[src/rtl/intc_fanout_pkg.sv]
package intc_fanout_pkg;
  typedef enum logic {
    REG_ENABLE = 1'b0,
    REG_STATUS = 1'b1
  } fan_reg_e;
endpackage

[src/rtl/fan_en_ctl.sv]
module fan_en_ctl #(
  parameter int SRC_W   = 32,
  parameter int NUM_OUT = 10
) (
  input  logic               clk_i,
  input  logic               rst_ni,
  input  logic               we_i,
  input  logic [SRC_W-1:0]   wdata_i,
  output logic [SRC_W-1:0]   en_reg_o,
  output logic [SRC_W-1:0]   acc_nxt_o,
  output logic [NUM_OUT-1:0] mask_nxt_o
);
  logic [SRC_W-1:0] acc_q, reg_q, mask_q;
  logic [SRC_W-1:0] acc_n, reg_n, mask_n, chg;

  always_comb begin
    acc_n  = acc_q;
    reg_n  = reg_q;
    mask_n = mask_q;
    chg    = reg_q ^ wdata_i;
    if (we_i) begin
      reg_n = wdata_i;
      if (wdata_i == '0 && acc_q == '0) begin
        acc_n = acc_q;
      end else if ((acc_q | wdata_i) != acc_q) begin
        acc_n = acc_q | wdata_i;
      end else if ((chg & wdata_i) != '0) begin
        mask_n = mask_q & ~chg;
      end else begin
        mask_n = mask_q | chg;
      end
    end
  end

  always_ff @(posedge clk_i or negedge rst_ni) begin
    if (!rst_ni) begin
      acc_q  <= '0;
      reg_q  <= '0;
      mask_q <= '0;
    end else begin
      acc_q  <= acc_n;
      reg_q  <= reg_n;
      mask_q <= mask_n;
    end
  end

  assign en_reg_o   = reg_q;
  assign acc_nxt_o  = acc_n;
  assign mask_nxt_o = mask_n[NUM_OUT-1:0];

  // accumulated enables never lose a bit
  assert_acc_monotonic_R5: assert property (@(posedge clk_i) disable iff (!rst_ni)
    1'b1 |=> ((acc_q & $past(acc_q)) == $past(acc_q)));

  // mask moves only on a write that added no enable bit
  assert_mask_on_write_R6: assert property (@(posedge clk_i) disable iff (!rst_ni)
    !$stable(mask_q) |-> ($past(we_i) && $stable(acc_q)));
endmodule

[src/rtl/fan_bit_cell.sv]
module fan_bit_cell (
  input  logic clk_i,
  input  logic rst_ni,
  input  logic sel_i,
  input  logic mask_i,
  input  logic clr_i,
  input  logic clr_all_i,
  output logic stat_o,
  output logic irq_o
);
  logic stat_q, pend_q, irq_q;
  logic stat_n, pend_n, irq_n;

  always_comb begin
    stat_n = stat_q;
    pend_n = pend_q;
    irq_n  = irq_q;
    // acknowledge first, then the event sees the result
    if (clr_i) begin
      stat_n = 1'b0;
      if (!clr_all_i) begin
        if (pend_q) begin
          stat_n = 1'b1;
          pend_n = 1'b0;
          irq_n  = 1'b1;
        end else begin
          irq_n = 1'b0;
        end
      end
    end
    if (sel_i) begin
      if (mask_i || stat_n) begin
        pend_n = 1'b1;
      end else begin
        stat_n = 1'b1;
        irq_n  = 1'b1;
      end
    end
  end

  always_ff @(posedge clk_i or negedge rst_ni) begin
    if (!rst_ni) begin
      stat_q <= 1'b0;
      pend_q <= 1'b0;
      irq_q  <= 1'b0;
    end else begin
      stat_q <= stat_n;
      pend_q <= pend_n;
      irq_q  <= irq_n;
    end
  end

  assign stat_o = stat_q;
  assign irq_o  = irq_q;

  assert_pend_from_event_R3: assert property (@(posedge clk_i) disable iff (!rst_ni)
    $rose(pend_q) |-> $past(sel_i));

  assert_irq_drop_on_ack_R8: assert property (@(posedge clk_i) disable iff (!rst_ni)
    $fell(irq_q) |-> $past(clr_i && !clr_all_i));

  assert_replay_R8: assert property (@(posedge clk_i) disable iff (!rst_ni)
    (clr_i && !clr_all_i && pend_q && !sel_i) |=> (irq_q && stat_q && !pend_q));
endmodule

[src/rtl/intc_fanout.sv]
module intc_fanout
  import intc_fanout_pkg::*;
#(
  parameter int SRC_W   = 32,
  parameter int NUM_OUT = 10
) (
  input  logic               clk_i,
  input  logic               rst_ni,
  input  logic [SRC_W-1:0]   src_i,
  input  logic               evt_i,
  input  logic               we_i,
  input  logic               addr_i,
  input  logic [SRC_W-1:0]   wdata_i,
  output logic [SRC_W-1:0]   rdata_o,
  output logic [NUM_OUT-1:0] irq_o
);
  logic [SRC_W-1:0]   en_reg, acc_nxt, sel_full, stat_ext;
  logic [NUM_OUT-1:0] mask_nxt, stat_vec;
  logic               en_we, st_we, st_all;
  logic               unused_sel_hi;

  assign en_we  = we_i && (addr_i == REG_ENABLE);
  assign st_we  = we_i && (addr_i == REG_STATUS) && (wdata_i != '0);
  assign st_all = (wdata_i == '1);

  fan_en_ctl #(.SRC_W(SRC_W), .NUM_OUT(NUM_OUT)) u_en (
    .clk_i      (clk_i),
    .rst_ni     (rst_ni),
    .we_i       (en_we),
    .wdata_i    (wdata_i),
    .en_reg_o   (en_reg),
    .acc_nxt_o  (acc_nxt),
    .mask_nxt_o (mask_nxt)
  );

  assign sel_full      = evt_i ? (src_i & acc_nxt) : '0;
  // high selected bits have no line to drive
  assign unused_sel_hi = ^sel_full[SRC_W-1:NUM_OUT];

  for (genvar i = 0; i < NUM_OUT; i++) begin : g_bit
    fan_bit_cell u_cell (
      .clk_i     (clk_i),
      .rst_ni    (rst_ni),
      .sel_i     (sel_full[i]),
      .mask_i    (mask_nxt[i]),
      .clr_i     (st_we && wdata_i[i]),
      .clr_all_i (st_all),
      .stat_o    (stat_vec[i]),
      .irq_o     (irq_o[i])
    );
  end

  always_comb begin
    stat_ext              = '0;
    stat_ext[NUM_OUT-1:0] = stat_vec;
  end

  assign rdata_o = (addr_i == REG_STATUS) ? stat_ext : en_reg;

  assert_zero_write_R7: assert property (@(posedge clk_i) disable iff (!rst_ni)
    (we_i && addr_i == REG_STATUS && wdata_i == '0 && !evt_i)
      |=> ($stable(irq_o) && $stable(stat_vec)));

  assert_clear_all_R9: assert property (@(posedge clk_i) disable iff (!rst_ni)
    (we_i && addr_i == REG_STATUS && wdata_i == '1 && !evt_i)
      |=> (stat_vec == '0 && $stable(irq_o)));
endmodule

[config.mk]
export PLATFORM = sky130hd
export DESIGN_NAME = intc_fanout
export DESIGN_NICKNAME = d
export VERILOG_FILES = /design/src/rtl/intc_fanout_pkg.sv /design/src/rtl/fan_en_ctl.sv /design/src/rtl/fan_bit_cell.sv /design/src/rtl/intc_fanout.sv
export SDC_FILE = /design/constraint.sdc
export NUM_CORES = 1
export LEC_CHECK = 0
export BUFFER_PORTS_ARGS = -buffer_cell sky130_fd_sc_hd__buf_2
export CAP_MARGIN = 10
export CORE_MARGIN = 2
export CORE_UTILIZATION = 55
export CTS_CLUSTER_SIZE = 24
export DETAILED_ROUTE_END_ITERATION = 10
export PLACE_DENSITY = 0.8
export RECOVER_POWER = 25
export SLEW_MARGIN = 15
export SYNTH_ARGS = -nofsm -noshare
export SYNTH_HDL_FRONTEND = slang
export SYNTH_SLANG_ARGS = --single-unit
[constraint.sdc]
create_clock -name clk_i -period 3.6 [get_ports clk_i]
set_clock_uncertainty 0.05 [all_clocks]
set_input_delay 0.72 -clock clk_i [delete_from_list [all_inputs] [get_ports clk_i]]
set_output_delay 0.72 -clock clk_i [all_outputs]
set_load 0.03 [all_outputs]
# ---- Word-level counts from Yosys, hierarchy flattened
# Cells that the tools add are included.
dict set report totals {
  romBits 0
  latch_bits 0
  mem_bits_rw 0
  n_memories 0
  in_bits 69
  register_bits 126
}
dict set report classes {
  order_cmp 0
  bitwise_logic 10
  reduce_logical 29
  mul 0
  mux 139
  addsub 0
  n_div 0
  eq_ne 2
  shifts 0
}
# operator n
set op_table {}
lappend op_table {{$mux W32} 5}
lappend op_table {{$mux W1} 130}
lappend op_table {{$and A32 B32 Y32} 2}
lappend op_table {{$logic_not A32 Y1} 2}
lappend op_table {{$or A32 B32 Y32} 2}
lappend op_table {{$reduce_bool A32 Y1} 2}
lappend op_table {{$mux W10} 4}
lappend op_table {{$eq A32 B32 Y1 const B} 1}
lappend op_table {{$ne A32 B32 Y1} 1}
lappend op_table {{$not A32 Y32} 1}
lappend op_table {{$xor A32 B32 Y32} 1}
lappend op_table {{$logic_and A1 B1 Y1} 14}
lappend op_table {{$and A10 B10 Y10} 1}
lappend op_table {{$logic_or A1 B1 Y1} 10}
lappend op_table {{$not A1 Y1} 3}
lappend op_table {{$reduce_and A3 Y1} 1}

# ---- Logic depth before layout (Yosys ltp)
dict set report depth {
  ltp_word 10
  mapped_depth 9
  mapped_depth_nobuf 8
}

# ---- Cells and area by module
# From an unflattened synthesis, not the netlist that was laid out.
dict set report hier_totals {
  hier_cells 539
  hier_area_um2 5474.0
}
# mod cells_each instances area_each_um2
set modules_own_cells {}
lappend modules_own_cells {fan_en_ctl 299 1 3434.5}
lappend modules_own_cells {fan_bit_cell 17 10 156.4}
lappend modules_own_cells {intc_fanout 70 1 475.5}

# ---- Least setup slack after synthesis
# OpenSTA, ideal clock, no wires.
dict set report synth_path {
  kind {input -> register}
  from {in wdata_i[8]}
  to {reg g_bit[5].u_cell.irq_q}
  t_arrival_ps 2451
  setup_ps 92
  stages 9
  required_time_ps 3458
  setup_slack_ps 1007
  path_cell_list {buf_2 -> nor4_2 -> nand4_1 -> o41ai_2 -> buf_4 -> buf_8 -> nor4_1 -> a21o_1 -> o31ai_2}
}
dict set report synth_between {
  elab_chain_len 10
  word_cells_on_any_way 27
  classes_between {eq/ne: 2; mux: 14; bitwise: 4; reduce/logical: 7}
}
# item line_no
set synth_lines {}
lappend synth_lines {{start, declared} intc_fanout.sv:13} ;# input logic [SRC_W-1:0] wdata_i,
lappend synth_lines {{$xor A32 B32 Y32} fan_en_ctl.sv:20} ;# chg = reg_q ^ wdata_i;
lappend synth_lines {{$and A32 B32 Y32} fan_en_ctl.sv:27} ;# end else if ((chg & wdata_i) != '0) begin
lappend synth_lines {{$reduce_bool A32 Y1} fan_en_ctl.sv:27}
lappend synth_lines {{$mux W32} fan_en_ctl.sv:27}
lappend synth_lines {{$mux W10} fan_en_ctl.sv:25} ;# end else if ((acc_q | wdata_i) != acc_q) begin
lappend synth_lines {{$mux W10 (*)} fan_en_ctl.sv:23} ;# if (wdata_i == '0 && acc_q == '0) begin
lappend synth_lines {{$mux W10 (*)} fan_en_ctl.sv:21} ;# if (we_i) begin
lappend synth_lines {{net g_bit[5].u_cell.mask_i} fan_bit_cell.sv:5} ;# input logic mask_i,
lappend synth_lines {{$logic_or A1 B1 Y1 (*)} fan_bit_cell.sv:32} ;# if (mask_i || stat_n) begin
lappend synth_lines {{$mux W1 (*)} fan_bit_cell.sv:32}
lappend synth_lines {{$mux W1 (*)} fan_bit_cell.sv:31} ;# if (sel_i) begin
lappend synth_lines {{net g_bit[5].u_cell.irq_n} fan_bit_cell.sv:12} ;# logic stat_n, pend_n, irq_n;
lappend synth_lines {{end signal, assigned} fan_bit_cell.sv:49} ;# irq_q <= irq_n;
lappend synth_lines {{end, declared} fan_bit_cell.sv:11} ;# logic stat_q, pend_q, irq_q;
# The timed path passes the listed nets; every way through them passes the cells marked *.
# A chain may end at the register's enable or synchronous reset.

# ---- Worst setup path after layout
dict set report layout_path {
  from {in wdata_i[9]}
  to {reg g_bit[5].u_cell.pend_q}
}
dict set report layout_between {
  elab_chain_len 10
  word_cells_on_any_way 27
  classes_between {eq/ne: 2; mux: 14; bitwise: 4; reduce/logical: 7}
}
# item line_no
set layout_lines {}
lappend layout_lines {{$xor A32 B32 Y32} fan_en_ctl.sv:20}
lappend layout_lines {{$and A32 B32 Y32} fan_en_ctl.sv:27}
lappend layout_lines {{$reduce_bool A32 Y1} fan_en_ctl.sv:27}
lappend layout_lines {{$mux W32} fan_en_ctl.sv:27}
lappend layout_lines {{$mux W10} fan_en_ctl.sv:25}
lappend layout_lines {{$mux W10} fan_en_ctl.sv:23}
lappend layout_lines {{$mux W10} fan_en_ctl.sv:21}
lappend layout_lines {{$logic_or A1 B1 Y1} fan_bit_cell.sv:32}
lappend layout_lines {{$mux W1} fan_bit_cell.sv:32}
lappend layout_lines {{$mux W1 (*)} fan_bit_cell.sv:31}
lappend layout_lines {{net g_bit[5].u_cell.pend_n} fan_bit_cell.sv:12}
lappend layout_lines {{end signal, assigned} fan_bit_cell.sv:48} ;# pend_q <= pend_n;
lappend layout_lines {{end, declared} fan_bit_cell.sv:11}
# Marks and branches as above.

==> summary.txt <==
Final layout
  – Most common cell after layout, fill and taps aside: dfrtp_1
  – Layout area overhead: 12.4%
  – Nets: 742
  – Fill cell count: roughly 850
  – Share of cells above drive strength 1: 0.198
  – Commonest cells after routing, fill and taps aside: 104 x dfrtp_1, 87 x buf_2, 66 x nand2_1, 56 x o21ai_0, 51 x nor2b_1
  – Antenna diode count: 0
  – Final Cell Area: approximately 6400 sq um

Worst hold path
  – Worst hold path type: flip-flop to flip-flop
  – Hold path start: u_en.acc_q[16]
  – WHS Path Cells: 1
  – Worst Hold Path EP: u_en.acc_q[16]

Run
  – Max Cap Violations: 1

Worst setup path
  – Setup crit start kind: primary input
  – CP Data Required Time: 3.79 ns
  – Max FO, Critical Path: 11
  – Reg2reg start: u_en.en_reg_o[3]
  – Worst-case reg-to-reg path depth: 9
  – CP arrival: 3.37 ns
  – Crit Path Class: primary input to flip-flop
  – RR Endpoint: g_bit[7].u_cell.pend_q
  – R2R setup slack: slightly below 0.9 ns
  – CP endpoint kind: flip-flop

STA
  – Worst slew pin tran: 2.78 ns
  – Final setup violation count: 0
  – Final WS setup: 0.423 ns
  – Setup_tns: 0 ns
  – Period minus WS final: 3.18 ns
  – Slew HR: -0.854
  – Highest clock rate: 315 MHz
  – Unrepaired setup endpoints after global routing: false
  – Slew Limit Fails: 53
  – Hold_ws: 0.447 ns
  – Hold Vio Cnt, Final: 0
  – Fin crit share: 0.882

Placement
  – Hpwl dp: approximately 11 mm
  – Port buffer count: 88
  – Pre-CTS setup slack: 0.135 ns
  – Placed instance area: 6130 sq um
  – RePlAce Congestion: approximately 0.94

Global route
  – Met3 GRT Util: 0.0618
  – Largest net degree at the start of global routing: 53
  – Initial antenna violation count: 0
  – GRT Util Overall: 0.295
  – Met2 usage in global routing: 0.439
  – First-pass GRT wire length: 25.4 mm
  – Grt ovf: 0
  – Vias in the first global route: 4955
  – Met1 usage: 0.395
  – GR peak layer: met2

Power and ir drop
  – Clock network power share: 0.266
  – Sequential share of power: 0.448
  – Net Sw Frac: 0.353
  – Sw Pwr: ~1100 uW
  – LEAKAGE: about 0.0028 uW
  – Gate power share: 0.286
  – PwrDens: between 500 and 600 nW/um^2
  – IR drop worst, VDD: 0.279 mV
  – Cell Int Power: 2080 uW

Drt
  – DRC viols: 0
  – DR vias: a little over 5000
  – 1st-iter DRT viols: 490
  – Vias per inst: 6.41
  – WL/cell: 19.6 um
  – Routed Antenna Nets: 0
  – DRT Wirelength: 15.7 mm
  – Initial DRT Pass Iterations: 5

Clocking
  – Post-cts resize count: 0
  – Post-CTS setup buffer count: 0
  – CTS tree: done
  – Clock slew at reported path FFs: 0.09 ns
  – Post-CTS Hold Buffers: 0
  – Clk_lat worst skew: 0.38 ns
  – Cts bufs inserted: 9
  – Clk root buf: clkbuf_8
  – H-tree depth: 3
  – Max clock buf depth: 2
  – Clk sinks: 104

Logic synthesis
  – Synth Warn #: 0
  – Post-synth top area share: 0.460
  – Syn_nets: between 600 and 700
  – EDFF count, synth: 0
  – Leading area contributor after synthesis: dfrtp_1
  – Ys async rst share: 1.00
  – Post-synthesis sequential area ratio: 0.460
  – Post-synthesis instance total: around 600
  – Syn Area/Cell: 9.42 sq um
  – Synth area leaders: dfrtp_1 46%, nor2b_1 5.7%, o21ai_0 5.0%
  – Netlist Area Pre-Place: between 5000 and 6000 sq um
  – Yosys reg bits: 104
  – Synth unique cells: 40
  – Ys flop type: dfrtp_1

Floorplanning
  – IO Pins: 111
  – Die area: ~11000 sq um
  – Width of the die: 105 um
  – Rows: 37
  – Core area: 10100 sq um
  – Die Height: 105 um
  – Initial Util: 0.558

Run status
  – Failing checks: capacitance limit, slew limit
  – Status: complete, but fails checks
-- flip-flops by register name, summed over array words and instances, names as in the netlist --
register and flops:
u_en.acc_q 32, g_bit.u_cell.pend_q 10, u_en.mask_q 10, u_en.en_reg_o 32, g_bit.u_cell.stat_o 10, g_bit.u_cell.irq_o 10
-- logic make-up after synthesis --
family / Yosys count / synth area share
and+or+nand+nor: 212 / 0.202
AOI/OAI and AO/OA: 176 / 0.225
DFF: 104 / 0.460
buffers and inverters: 89 / 0.0732
muxes: 10 / 0.0177
adders and majority gates: 10 / 0.0221
-- final cells by class --
cell class	instances	area, sq um	area share
flip-flops and latches	104	2600	0.409
repair buffers	103	552	0.0867
inverters	37	139	0.0218
clock inverters	2	60.1	0.00944
clock buffers	13	179	0.0281
well taps	136	170	0.0267
multi-input cells	408	2660	0.418
-- Yosys cell counts, types with 5 or more instances --
cell type and number:
a21o_1 35, a21oi_1 11, a32oi_1 15, buf_4 13
clkbuf_1 31, dfrtp_1 104, ha_1 10, inv_1 37
mux2i_1 10, nand2_1 66, nand3_1 20, nand4_1 15
nor2_1 5, nor2b_1 52, nor4_1 41, o211a_1 6
o21ai_0 56, o21ai_1 6, o22ai_1 8, o31ai_1 8
o41ai_2 7, or4_1 6
-- routing by layer --
layer | share of wire | wire (um) | vias up
met4 | 0.054 | 850 | 0
met3 | 0.090 | 1420 | 70
met1 | 0.40 | 6370 | 2476
met5 | 0 | 0 | -
li1 | - | - | 2301
met2 | 0.45 | 7100 | 304
-- stage by stage --
stage | cells | power [uW] | utilization
6_report | 803 | 3220 | 0.628
5_1_grt | 803 | 3380 | 0.628
4_1_cts | 803 | 3230 | 0.628
3_5_place_dp | 788 | 2370 | 0.604
3_3_place_gp | 788 | 2330 | 0.604
2_1_floorplan | 601 | 2120 | -
-- critical path, stage by stage --
cell     delay [ns]
buf_2          0.18
nor4_1         0.60
nand4_1        0.28
or2_2          0.51
o31a_1         0.47
a32oi_1        0.43
o21ai_0        0.18
-- worst max-delay path by stage --
stage                           from                     end  cells after the start
after global placement    wdata_i[9]  g_bit[5].u_cell.pend_q                      7
after global routing          rst_ni          u_en.acc_q[10]                      1
after detailed placement  wdata_i[9]  g_bit[5].u_cell.pend_q                      7
after CTS                 wdata_i[9]  g_bit[5].u_cell.pend_q                      7
after floorplan           wdata_i[8]   g_bit[5].u_cell.irq_o                      9
final                     wdata_i[9]  g_bit[5].u_cell.pend_q                      7
-- power by group through the flow --
stage | Combinational (uW) | Sequential, uW | Clock (uW)
floorplan | 697 | 1420 | 0
global placement | 881 | 1450 | 0
detailed placement | 909 | 1460 | 0
CTS | 913 | 1440 | 873
global route | 998 | 1460 | 919
finish | 920 | 1440 | 856
(Power assumes the default switching activity.)
